File: src/rtl/i2c_irq_pkg.sv
package i2c_irq_pkg;
  localparam int unsigned NUM_SRC = 3;

  typedef enum logic [1:0] {
    SRC_TX   = 2'd0,
    SRC_RX   = 2'd1,
    SRC_ADDR = 2'd2
  } src_idx_e;

  typedef struct packed {
    logic data_first;
    logic addr10_first;
    logic addr_last_first;
    logic addr_rd;
  } tx_evt_t;

  typedef struct packed {
    logic byte_rx;
    logic is_addr;
    logic match;
    logic match_rd;
  } rx_evt_t;
endpackage

File: src/rtl/irq_tx_flag.sv
module irq_tx_flag
  import i2c_irq_pkg::*;
(
  input  logic    clk,
  input  logic    rst_n,
  input  logic    enable,
  input  logic    irq_en,
  input  tx_evt_t evt,
  input  logic    host_wr,
  input  logic    status_rd,
  output logic    flag
);
  logic buf_full;
  logic addr_evt;
  logic set_cond;

  // occupancy of the transmit holding register
  always_ff @(posedge clk or negedge rst_n) begin
    if (!rst_n)              buf_full <= 1'b0;
    else if (host_wr)        buf_full <= 1'b1;
    else if (evt.data_first) buf_full <= 1'b0;
  end

  always_comb begin
    addr_evt = evt.addr10_first | (evt.addr_last_first & ~evt.addr_rd);
    set_cond = enable & irq_en & (evt.data_first | (~buf_full & addr_evt));
  end

  always_ff @(posedge clk or negedge rst_n) begin
    if (!rst_n)         flag <= 1'b0;
    else if (host_wr)   flag <= 1'b0;
    else if (set_cond)  flag <= 1'b1;
    else if (status_rd) flag <= 1'b0;
  end
endmodule

File: src/rtl/irq_rx_flag.sv
module irq_rx_flag
  import i2c_irq_pkg::*;
(
  input  logic    clk,
  input  logic    rst_n,
  input  logic    enable,
  input  logic    slave,
  input  logic    all_rx,
  input  rx_evt_t evt,
  input  logic    data_rd,
  input  logic    status_rd,
  output logic    flag
);
  logic matched;
  logic addr_byte;
  logic allowed;
  logic set_cond;

  always_comb begin
    addr_byte = enable & slave & evt.byte_rx & evt.is_addr;
    allowed   = slave ? (all_rx | (~evt.is_addr & matched)) : ~evt.is_addr;
    set_cond  = enable & evt.byte_rx & allowed;
  end

  // remembers whether the latest received address was ours
  always_ff @(posedge clk or negedge rst_n) begin
    if (!rst_n)         matched <= 1'b0;
    else if (addr_byte) matched <= evt.match;
  end

  always_ff @(posedge clk or negedge rst_n) begin
    if (!rst_n)                     flag <= 1'b0;
    else if (set_cond)              flag <= 1'b1;
    else if (data_rd || status_rd)  flag <= 1'b0;
  end
endmodule

File: src/rtl/irq_addr_flag.sv
module irq_addr_flag
  import i2c_irq_pkg::*;
(
  input  logic    clk,
  input  logic    rst_n,
  input  logic    enable,
  input  logic    slave,
  input  rx_evt_t evt,
  input  logic    status_rd,
  output logic    flag,
  output logic    dir_rd
);
  logic hit;

  always_comb hit = enable & slave & evt.byte_rx & evt.is_addr & evt.match;

  always_ff @(posedge clk or negedge rst_n) begin
    if (!rst_n) begin
      flag   <= 1'b0;
      dir_rd <= 1'b0;
    end else begin
      if (hit)            flag <= 1'b1;
      else if (status_rd) flag <= 1'b0;
      if (hit)            dir_rd <= evt.match_rd;
    end
  end
endmodule

File: src/rtl/i2c_irq_status.sv
module i2c_irq_status
  import i2c_irq_pkg::*;
(
  input  logic clk,
  input  logic rst_n,
  input  logic ctl_enable,
  input  logic txe_irq_en,
  input  logic mode_slave,
  input  logic mode_all_rx,
  input  logic ev_data_first,
  input  logic ev_addr10_first,
  input  logic ev_addr_last_first,
  input  logic ev_addr_rd,
  input  logic ev_byte_rx,
  input  logic ev_byte_is_addr,
  input  logic ev_addr_match,
  input  logic ev_match_rd,
  input  logic host_status_rd,
  input  logic host_data_rd,
  input  logic host_data_wr,
  input  logic brg_tick,
  output logic tx_empty,
  output logic rx_full,
  output logic addr_hit,
  output logic dir_read,
  output logic irq
);
  tx_evt_t            tx_evt;
  rx_evt_t            rx_evt;
  logic [NUM_SRC-1:0] src_flag;
  logic [NUM_SRC-1:0] src_mask;
  logic [NUM_SRC-1:0] src_req;

  always_comb begin
    tx_evt = '{data_first: ev_data_first, addr10_first: ev_addr10_first,
               addr_last_first: ev_addr_last_first, addr_rd: ev_addr_rd};
    rx_evt = '{byte_rx: ev_byte_rx, is_addr: ev_byte_is_addr,
               match: ev_addr_match, match_rd: ev_match_rd};
  end

  irq_tx_flag u_tx (
    .clk(clk), .rst_n(rst_n), .enable(ctl_enable), .irq_en(txe_irq_en),
    .evt(tx_evt), .host_wr(host_data_wr), .status_rd(host_status_rd),
    .flag(tx_empty)
  );

  irq_rx_flag u_rx (
    .clk(clk), .rst_n(rst_n), .enable(ctl_enable), .slave(mode_slave),
    .all_rx(mode_all_rx), .evt(rx_evt), .data_rd(host_data_rd),
    .status_rd(host_status_rd), .flag(rx_full)
  );

  irq_addr_flag u_addr (
    .clk(clk), .rst_n(rst_n), .enable(ctl_enable), .slave(mode_slave),
    .evt(rx_evt), .status_rd(host_status_rd),
    .flag(addr_hit), .dir_rd(dir_read)
  );

  always_comb begin
    src_flag = '0;
    src_mask = '1;
    src_flag[SRC_TX]   = tx_empty;
    src_flag[SRC_RX]   = rx_full;
    src_flag[SRC_ADDR] = addr_hit;
    src_mask[SRC_TX]   = txe_irq_en;
  end

  genvar gi;
  generate
    for (gi = 0; gi < NUM_SRC; gi++) begin : g_req
      assign src_req[gi] = src_flag[gi] & src_mask[gi];
    end
  endgenerate

  always_ff @(posedge clk or negedge rst_n) begin
    if (!rst_n)          irq <= 1'b0;
    else if (ctl_enable) irq <= |src_req;
    else                 irq <= brg_tick;
  end
endmodule

File: config.mk
export PLATFORM = sky130hd
export DESIGN_NAME = i2c_irq_status
export DESIGN_NICKNAME = d
export VERILOG_FILES = /design/src/rtl/i2c_irq_pkg.sv /design/src/rtl/irq_tx_flag.sv /design/src/rtl/irq_rx_flag.sv /design/src/rtl/irq_addr_flag.sv /design/src/rtl/i2c_irq_status.sv
export SDC_FILE = /design/constraint.sdc
export NUM_CORES = 1
export LEC_CHECK = 0
export BUFFER_PORTS_ARGS = -buffer_cell sky130_fd_sc_hd__buf_2
export CAP_MARGIN = 10
export CORE_AREA = 2 2 39 41
export CTS_CLUSTER_DIAMETER = 150
export DETAILED_ROUTE_END_ITERATION = 16
export DIE_AREA = 0 0 41 43
export PLACE_DENSITY_LB_ADDON = 0.12
export SETUP_SLACK_MARGIN = 0.3
export SLEW_MARGIN = 15
export SYNTH_ARGS = -nofsm -noshare
export SYNTH_HDL_FRONTEND = slang
export SYNTH_HIERARCHICAL = 1
export SYNTH_SLANG_ARGS = --single-unit
File: constraint.sdc
create_clock -name clk -period 1.5 [get_ports clk]
set_input_delay 0.225 -clock clk [delete_from_list [all_inputs] [get_ports clk]]
set_output_delay 0.225 -clock clk [all_outputs]
set_load 0.02 [all_outputs]
==> run metrics, run 1 <==
Final Skew between 0.004 and 0.005 ns; Max Cap Violations 0; Site Rows 14; reg2reg end u_rx/flag; R2R Setup Slk ~0.67 ns; slowest cell on the critical path dfrtp_1; Hold Path End u_tx/flag; CP max FO 3; I/O Buffers 22; CTS buffer count 3; pre-CTS WS 0.429 ns; CTS tree done; die area about 1800 um^2; CTS Sinks 7; overall routing resource usage 9.90%; Slew headroom approximately 84%; Setup crit end kind output pin; synthesized instance count 29; crit-path max cell delay slightly above 0.4 ns; Area growth syn-to-layout 50.2%; Largest delay share family, worst path flip-flops; Slew @ Worst Pin around 0.23 ns; Antenna Cells 0; Worst Hold Class in2reg; I/O pin total 23; critical path class reg2out; post-route setup slack roughly 0.45 ns; first-pass GRT wire length about 1.2 mm; antenna-violating nets left 0; Power Density a little under 1000 nW/um^2; Via Count ~330; routed length per instance between 10 and 15 um; Yosys cell types 17; vias per cell ~4.5; Die Height about 43 um; final period utilization between 60% and 70%; status completed; Leak approximately 0.00026 uW; initial antenna violation count 0; routability congestion estimate about 0.64; WP data arrival 0.82 ns; Clk pin slew, worst setup/hold paths approximately 0.050 ns; Avg Inst Size Synth around 11 um^2; CORE AREA between 1000 and 1500 um^2; hold depth 2; R2R Path Start u_rx/matched; setup violators final 0; min cycle time layout 1.05 ns; vias in the first global route 322; Mapped Area 332 um^2; Final Hold Fails 0; die span in x 41 um; fin nets 75; worst path required time 1.27 ns; Post-DP HPWL ~650 um; drc violations 0; share of cells above drive strength 1 51.8%; Setup TNS 0 ns; Setup Fix Bufs, Post-CTS 0; Synth Register Bits 7; R2R cell count 3; Initial Util 24.0%; pin count of the biggest net entering global routing 8; FMAX between 900 and 1000 MHz; worst vdd ir a little under 0.3 mV; post-synthesis net count between 40 and 50; Clk Latency, worst-skew pair between 0.2 and 0.25 ns; fin. max-slew vios 0; Worst path depth 1; post-cts resize count 0; Syn. warnings 6; unrepaired setup endpoints after global routing no; root buffer cell clkbuf_4; clk buf depth 2; grt ovf 0; final wirelength 761 um; Setup crit start kind flip-flop; critical-path cell list buf_2; register area share after synthesis 52.8%; DR iter-0 viols 2; DRT Pass-1 Iters 4; Hold Crit Start host_data_wr; CTS HTree Levels 1; crit path buf inv count 1
## metrics by stage
step	power [uW]	util [%]	area [um^2]	hold slack, ns	instances
CTS	500	36.0	498	0.192	72
global placement	326	33.4	462	0.0700	67
detailed placement	326	33.4	462	0.0712	67
finish	488	36.0	498	0.198	72
global route	522	36.0	498	0.197	72
floorplan	274	-	332	-0.0706	29
## cells in the final DEF (no fill, tap or decap)
cell type,synthesis,final
clkbuf_4,0,3
a21o_1,1,1
o311ai_2,1,1
o21ai_0,2,2
a21oi_1,1,1
inv_1,3,3
nand3_2,1,1
dlygate4sd3_1,0,1
o32ai_1,1,1
dfrtp_1,7,7
nand2_1,2,2
nor2b_1,2,2
clkbuf_1,0,1
mux2_1,1,1
and3_1,1,1
a2bb2oi_1,1,1
a211oi_2,1,1
buf_2,0,22
nor2_1,2,2
nand4_1,1,1
mux2_4,1,1
## sequential cells by signal, summed over array words and instances, names as in the netlist
| register | flops |
|---|---|
| irq | 1 |
| u_addr/dir_rd | 1 |
| u_addr/flag | 1 |
| u_rx/flag | 1 |
| u_rx/matched | 1 |
| u_tx/buf_full | 1 |
| u_tx/flag | 1 |
## Yosys cell counts
cell type  count  share of area [%]
mux2_1         1                3.4
inv_1          3                3.4
mux2_4         1                4.5
a21o_1         1                2.3
nor2_1         2                2.3
o32ai_1        1                2.6
a2bb2oi_1      1                2.6
nor2b_1        2                3.8
dfrtp_1        7                 53
nand2_1        2                2.3
a211oi_2       1                3.8
nand3_2        1                3.0
nand4_1        1                1.9
and3_1         1                1.9
a21oi_1        1                1.5
o311ai_2       1                4.9
o21ai_0        2                3.0
## power breakdown
group / switching [uW] / internal (uW)
Clock: 64.3 / 101
Sequential: 11.0 / 210
Combinational: 50.2 / 51.6
## kinds of logic after synthesis
group,count (synthesis),synth area share [%]
muxes,2,7.92
and+or+nand+nor,9,15.1
AOI/OAI and AO/OA,8,20.8
buffers and inverters,3,3.40
DFF,7,52.8
## how the worst max path moves through the flow
stage / start / endpoint
2_1_floorplan: ev_byte_is_addr / u_addr/dir_rd
3_3_place_gp: ctl_enable / u_addr/dir_rd
3_5_place_dp: ctl_enable / u_addr/dir_rd
4_1_cts: u_rx/flag / rx_full
5_1_grt: u_rx/flag / rx_full
6_report: u_rx/flag / rx_full
## per-layer routing
metal  routed length, um  vias to the layer above  global-route usage (%)
met1                 348                      145                    11.8
met3                  82                        2                    4.71
met4                   6                        0                    4.00
met2                 324                       18                    14.7
li1                    -                      160                       -
met5                   0                        -                       0
## area by class of cell
cell class	instances	area, um^2
Fill cell	160	886
Sequential cell	7	175
Multi-Input combinational cell	19	145
Timing Repair Buffer	23	120
Clock buffer	4	26.3
Tap cell	16	20.0
Inverter	3	11.3
## what timing repair did
item | 4_1_cts | 5_1_grt
hold buffers | 1 | 0
setup endpoints to repair | 0 | 0
hold endpoints to repair | 7 | 0
No activity file was read; power rests on OpenSTA's default activity.
==> inputs of run 2 (changes only) <==
==> constraint.sdc (replaced) <==
create_clock -name clk -period 1.03 [get_ports clk]
set_input_delay 0.1545 -clock clk [delete_from_list [all_inputs] [get_ports clk]]
set_output_delay 0.1545 -clock clk [all_outputs]
set_load 0.02 [all_outputs]
==> run 2 against run 1 <==
Net effect: combinational power up 130%; sequential cell count unchanged; worst hold slack worse by 0.071 ns; power up 66%; die area unchanged; critical path depth unchanged; register-to-register slack worse by 0.56 ns; global-route usage up 1.5 points; final cell count up 8.3%; critical path type unchanged; highest routed layer unchanged.
==> run metrics, run 2 (synthesis results as in run 1) <==
CTS HTree Levels 1 (unchanged); I/O Buffers 22 (unchanged); unrepaired setup endpoints after global routing yes; vias in the first global route 330 (+2.5%); Max Cap Violations 0 (unchanged); crit path buf inv count 1 (unchanged); CTS tree done; Setup crit start kind flip-flop; root buffer cell clkbuf_4; Via Count 338 (+4.0%); slowest cell on the critical path dfrtp_2; final period utilization a little over 90%; most common cell after layout, fill and taps aside buf_2; Area growth syn-to-layout 83.8%; Setup crit end kind output pin; CORE AREA 1380 um^2 (unchanged); worst vdd ir 0.585 mV (+96%); critical path class reg2out; Setup TNS 0 ns (unchanged); routed length per instance 11.6 um (+9.4%); CTS buffer count 3 (unchanged); grt ovf 0 (unchanged); commonest non-fill, non-tap cells in the layout buf_2 (17), buf_6 (8), dfrtp_1 (4); WP data arrival 0.79 ns (-0.03 ns); status completed; final core area utilization 44.0% (+8.0 points); crit-path max cell delay 0.41 ns (about the same); critical-path cell list buf_6; CP max FO 2 (-1); DR iter-0 viols 0 (-2); drc violations 0 (unchanged); Die Height 43 um (unchanged); Final Hold Fails 0 (unchanged); R2R cell count 3 (unchanged); Slew headroom 83.2% (-1.3 points); Worst Hold Class in2reg; first-pass GRT wire length 1.30 mm (+13%); clk buf depth 2 (unchanged); Site Rows 14 (unchanged); hold depth 2 (unchanged); Clk Latency, worst-skew pair 0.25 ns (about the same); routability congestion estimate 0.623 (-2.6%); Final Power 808 uW (+66%); Slew @ Worst Pin 0.251 ns (+0.0187 ns); share of cells above drive strength 1 67.7% (+16 points); overall routing resource usage 11.4% (+1.5 points); antenna-violating nets left 0 (unchanged); setup violators final 0 (unchanged); I/O pin total 23 (unchanged); final wirelength 902 um (+19%); vias per cell 4.33 (-4.0%); fin. max-slew vios 0 (unchanged); Largest delay share family, worst path flip-flops; die span in x 41 um (unchanged); Final Skew 0.00165 ns (-0.00313 ns); FMAX between 1000 and 1500 MHz; pin count of the biggest net entering global routing 8 (unchanged); Antenna Cells 0 (unchanged); Power Density 1330 nW/um^2 (+35%); min cycle time layout 0.948 ns; worst path required time 0.88 ns (-0.39 ns); Clk pin slew, worst setup/hold paths 0.06 ns (about the same); Initial Util 24.0% (unchanged); die area 1760 um^2 (unchanged); initial antenna violation count 0 (unchanged); CTS Sinks 7 (unchanged); DRT Pass-1 Iters 1 (-3); Worst path depth 1 (unchanged); fin nets 81 (+8.0%); Leak 0.000300 uW (+17%)
[run 2: layout make-up]
| class | count | area, um^2 |
|---|---|---|
| Clock buffer | 4 | 26.3 |
| Fill cell | 136 | 774 |
| Inverter | 3 | 11.3 |
| Multi-Input combinational cell | 19 | 165 |
| Sequential cell | 7 | 179 |
| Tap cell | 16 | 20.0 |
| Timing Repair Buffer | 29 | 208 |
[run 2: timing repair]
| item | in CTS | in global routing |
|---|---|---|
| setup endpoints to repair | 10 | 11 |
| endpoints found under the hold margin | 7 | 0 |
| buffers inserted | 5 | 0 |
| pin swaps | 3 | 2 |
| hold buffers | 1 | 0 |
| gates resized for setup | 14 | 4 |
[run 2: metal layers]
metal / routed length, um / part of all wire (%) / vias up / track usage [%]
met3: 106 / 12 / 2 / 3.66
met5: 0 / 0 / - / 0
li1: - / - / 171 / -
met2: 412 / 46 / 18 / 16.6
met4: 4 / 0.44 / 0 / 8.00
met1: 379 / 42 / 147 / 13.4
[run 2: metrics by stage]
step	setup WS, ns	hold WS [ns]	instance area [um^2]	cells
floorplan	0.200	-0.141	339	29
global placement	0.0817	0.00333	477	68
detailed placement	0.0832	0.00104	477	68
CTS	0.0771	0.119	597	78
global route	0.0617	0.127	609	78
finish	0.0821	0.127	609	78
[run 2: worst register-to-register path, stage by stage (launching register included)]
cell,delay (ns)
dfrtp_1,0.40
buf_6,0.13
a211oi_2,0.19
a21oi_1,0.09
[run 2: worst paths after layout]
kind	from	endpoint	slack, ns
worst max-delay path	u_addr/dir_rd	dir_read	0.08
worst min-delay path	host_status_rd	u_addr/flag	0.13
worst max register to register	u_rx/flag	irq	0.11
worst min register to register	u_tx/buf_full	u_tx/buf_full	0.50
max in group asynchronous	rst_n	u_tx/flag	0.59
min in group asynchronous	rst_n	u_rx/flag	0.27
[run 2: power breakdown]
| part | internal (uW) | switching [uW] | leakage (uW) |
|---|---|---|---|
| sequential | 308 | 20.5 | 0.0000832 |
| combinational | 141 | 89.1 | 0.000202 |
| clock | 148 | 102 | 0.0000150 |
| total | 597 | 212 | 0.000300 |
==> inputs of run 3 (changes only) <==
--- a/config.mk
+++ b/config.mk
@@ -12,7 +12,6 @@
 export DETAILED_ROUTE_END_ITERATION = 16
 export DIE_AREA = 0 0 41 43
 export PLACE_DENSITY_LB_ADDON = 0.12
-export SETUP_SLACK_MARGIN = 0.3
 export SLEW_MARGIN = 15
 export SYNTH_ARGS = -nofsm -noshare
 export SYNTH_HDL_FRONTEND = slang
==> run 3 against run 2 <==
Net effect: power is 11% lower; clock skew shrank 0.0013 ns; sequential cell count unchanged; final cell count fell by 6.4%; clock power down 2%.
==> run metrics, run 3 (synthesis results as in run 1) <==
status completed; Setup Fix Bufs, Post-CTS 0 (-5); Setup crit start kind flip-flop; overall routing resource usage 12.2% (+0.82 points); antenna-violating nets left 0 (unchanged); CTS tree done; unrepaired setup endpoints after global routing no; min cycle time layout 0.966 ns (+0.0177 ns); Slew headroom 85.6% (+2.4 points); root buffer cell clkbuf_4; Antenna Cells 0 (unchanged); share of cells above drive strength 1 52.6% (-15 points); die area 1760 um^2 (unchanged); drc violations 0 (unchanged); Clk pin slew, worst setup/hold paths 0.05 ns (about the same); commonest non-fill, non-tap cells in the layout buf_2 (22), dfrtp_1 (7), clkbuf_4 (3), inv_1 (3); worst path required time 0.88 ns (about the same); die span in x 41 um (unchanged); routed length per instance 10.8 um (-6.7%); vias per cell 4.30 (-0.74%); final wirelength 788 um (-13%); Worst Hold Class in2reg; clk buf depth 2 (unchanged); I/O pin total 23 (unchanged); CTS Sinks 7 (unchanged); FMAX 1040 MHz (-1.8%); CORE AREA 1380 um^2 (unchanged); Die Height 43 um (unchanged); crit path buf inv count 1 (unchanged); most common cell after layout, fill and taps aside buf_2; grt ovf 0 (unchanged); slowest cell on the critical path dfrtp_1; Final Hold Fails 0 (unchanged); fin. max-slew vios 0 (unchanged); critical-path cell list buf_2; first-pass GRT wire length 1.36 mm (+4.8%); CTS buffer count 3 (unchanged); Slew @ Worst Pin 0.215 ns (-0.0357 ns); Setup TNS 0 ns (unchanged); CTS HTree Levels 1 (unchanged); critical path class reg2out; vias in the first global route 356 (+7.9%); Leak 0.000260 uW (-13%); Largest delay share family, worst path flip-flops; post-cts resize count 0 (-14); WP data arrival 0.81 ns (+0.02 ns); initial antenna violation count 0 (unchanged); worst vdd ir 0.530 mV (-9.3%); Site Rows 14 (unchanged); DR iter-0 viols 6 (+6); Area growth syn-to-layout 52.5%; routability congestion estimate 0.725 (+16%); Max Cap Violations 0 (unchanged); Setup crit end kind output pin; fin nets 76 (-6.2%); crit-path max cell delay 0.40 ns (about the same); final period utilization 93.7% (+1.7 points); DRT Pass-1 Iters 3 (+2); Via Count 314 (-7.1%); Post-DP HPWL between 600 and 700 um; Clk Latency, worst-skew pair 0.25 ns (about the same); pin count of the biggest net entering global routing 8 (unchanged); setup violators final 0 (unchanged); hold_buf cts 1 (unchanged); I/O Buffers 22 (unchanged); Final Skew 0.000380 ns (-0.00127 ns); Initial Util 24.0% (unchanged); CP max FO 3 (+1); Power Density 1420 nW/um^2 (+7.3%); Final Power 719 uW (-11%)
-- run 3: cell count changes in the layout (fill, tap and decap cells not counted), sizes merged --
cell and change:
buf -5
-- run 3: power by group --
group	leakage (uW)	internal, uW	switching (uW)
sequential	0.0000875	306	15.5
combinational	0.000158	77.6	74.3
clock	0.0000150	148	98.4
-- run 3: final timing paths --
check                              start  cells after the start       endpoint  slack, ns
min in group asynchronous          rst_n                      2   u_rx/matched       0.28
min                         host_data_wr                      2      u_tx/flag       0.12
min reg2reg                u_tx/buf_full                      1  u_tx/buf_full       0.48
max in group asynchronous          rst_n                      2            irq       0.60
max                          u_addr/flag                      1       addr_hit       0.06
max reg2reg                 u_rx/matched                      3      u_rx/flag       0.15
-- run 3: layout make-up --
| cell class | count | area [um^2] |
|---|---|---|
| Clock buffer | 4 | 26.3 |
| Multi-Input combinational cell | 19 | 145 |
| Fill cell | 154 | 878 |
| Tap cell | 16 | 20.0 |
| Timing Repair Buffer | 24 | 128 |
| Inverter | 3 | 11.3 |
| Sequential cell | 7 | 175 |
-- run 3: metrics by stage --
step                      util (%)  cells  worst slack, ns  hold slack, ns  area, um^2
after global routing          36.5     73          0.00833           0.110         505
after global placement        33.9     68           0.0844         0.00344         469
after detailed placement      33.9     68           0.0839         0.00348         469
after floorplan                  -     29            0.155          -0.141         332
after CTS                     36.5     73           0.0411           0.108         505
final                         36.5     73           0.0644           0.122         505
-- run 3: layer usage --
layer,share of wire (%),global-route usage [%],vias to the layer above,wire length (um)
met5,0,0,-,0
met4,0,8.00,0,0
met3,9.4,6.28,0,74
met2,43,17.2,16,336
met1,48,13.8,136,377
li1,-,-,162,-
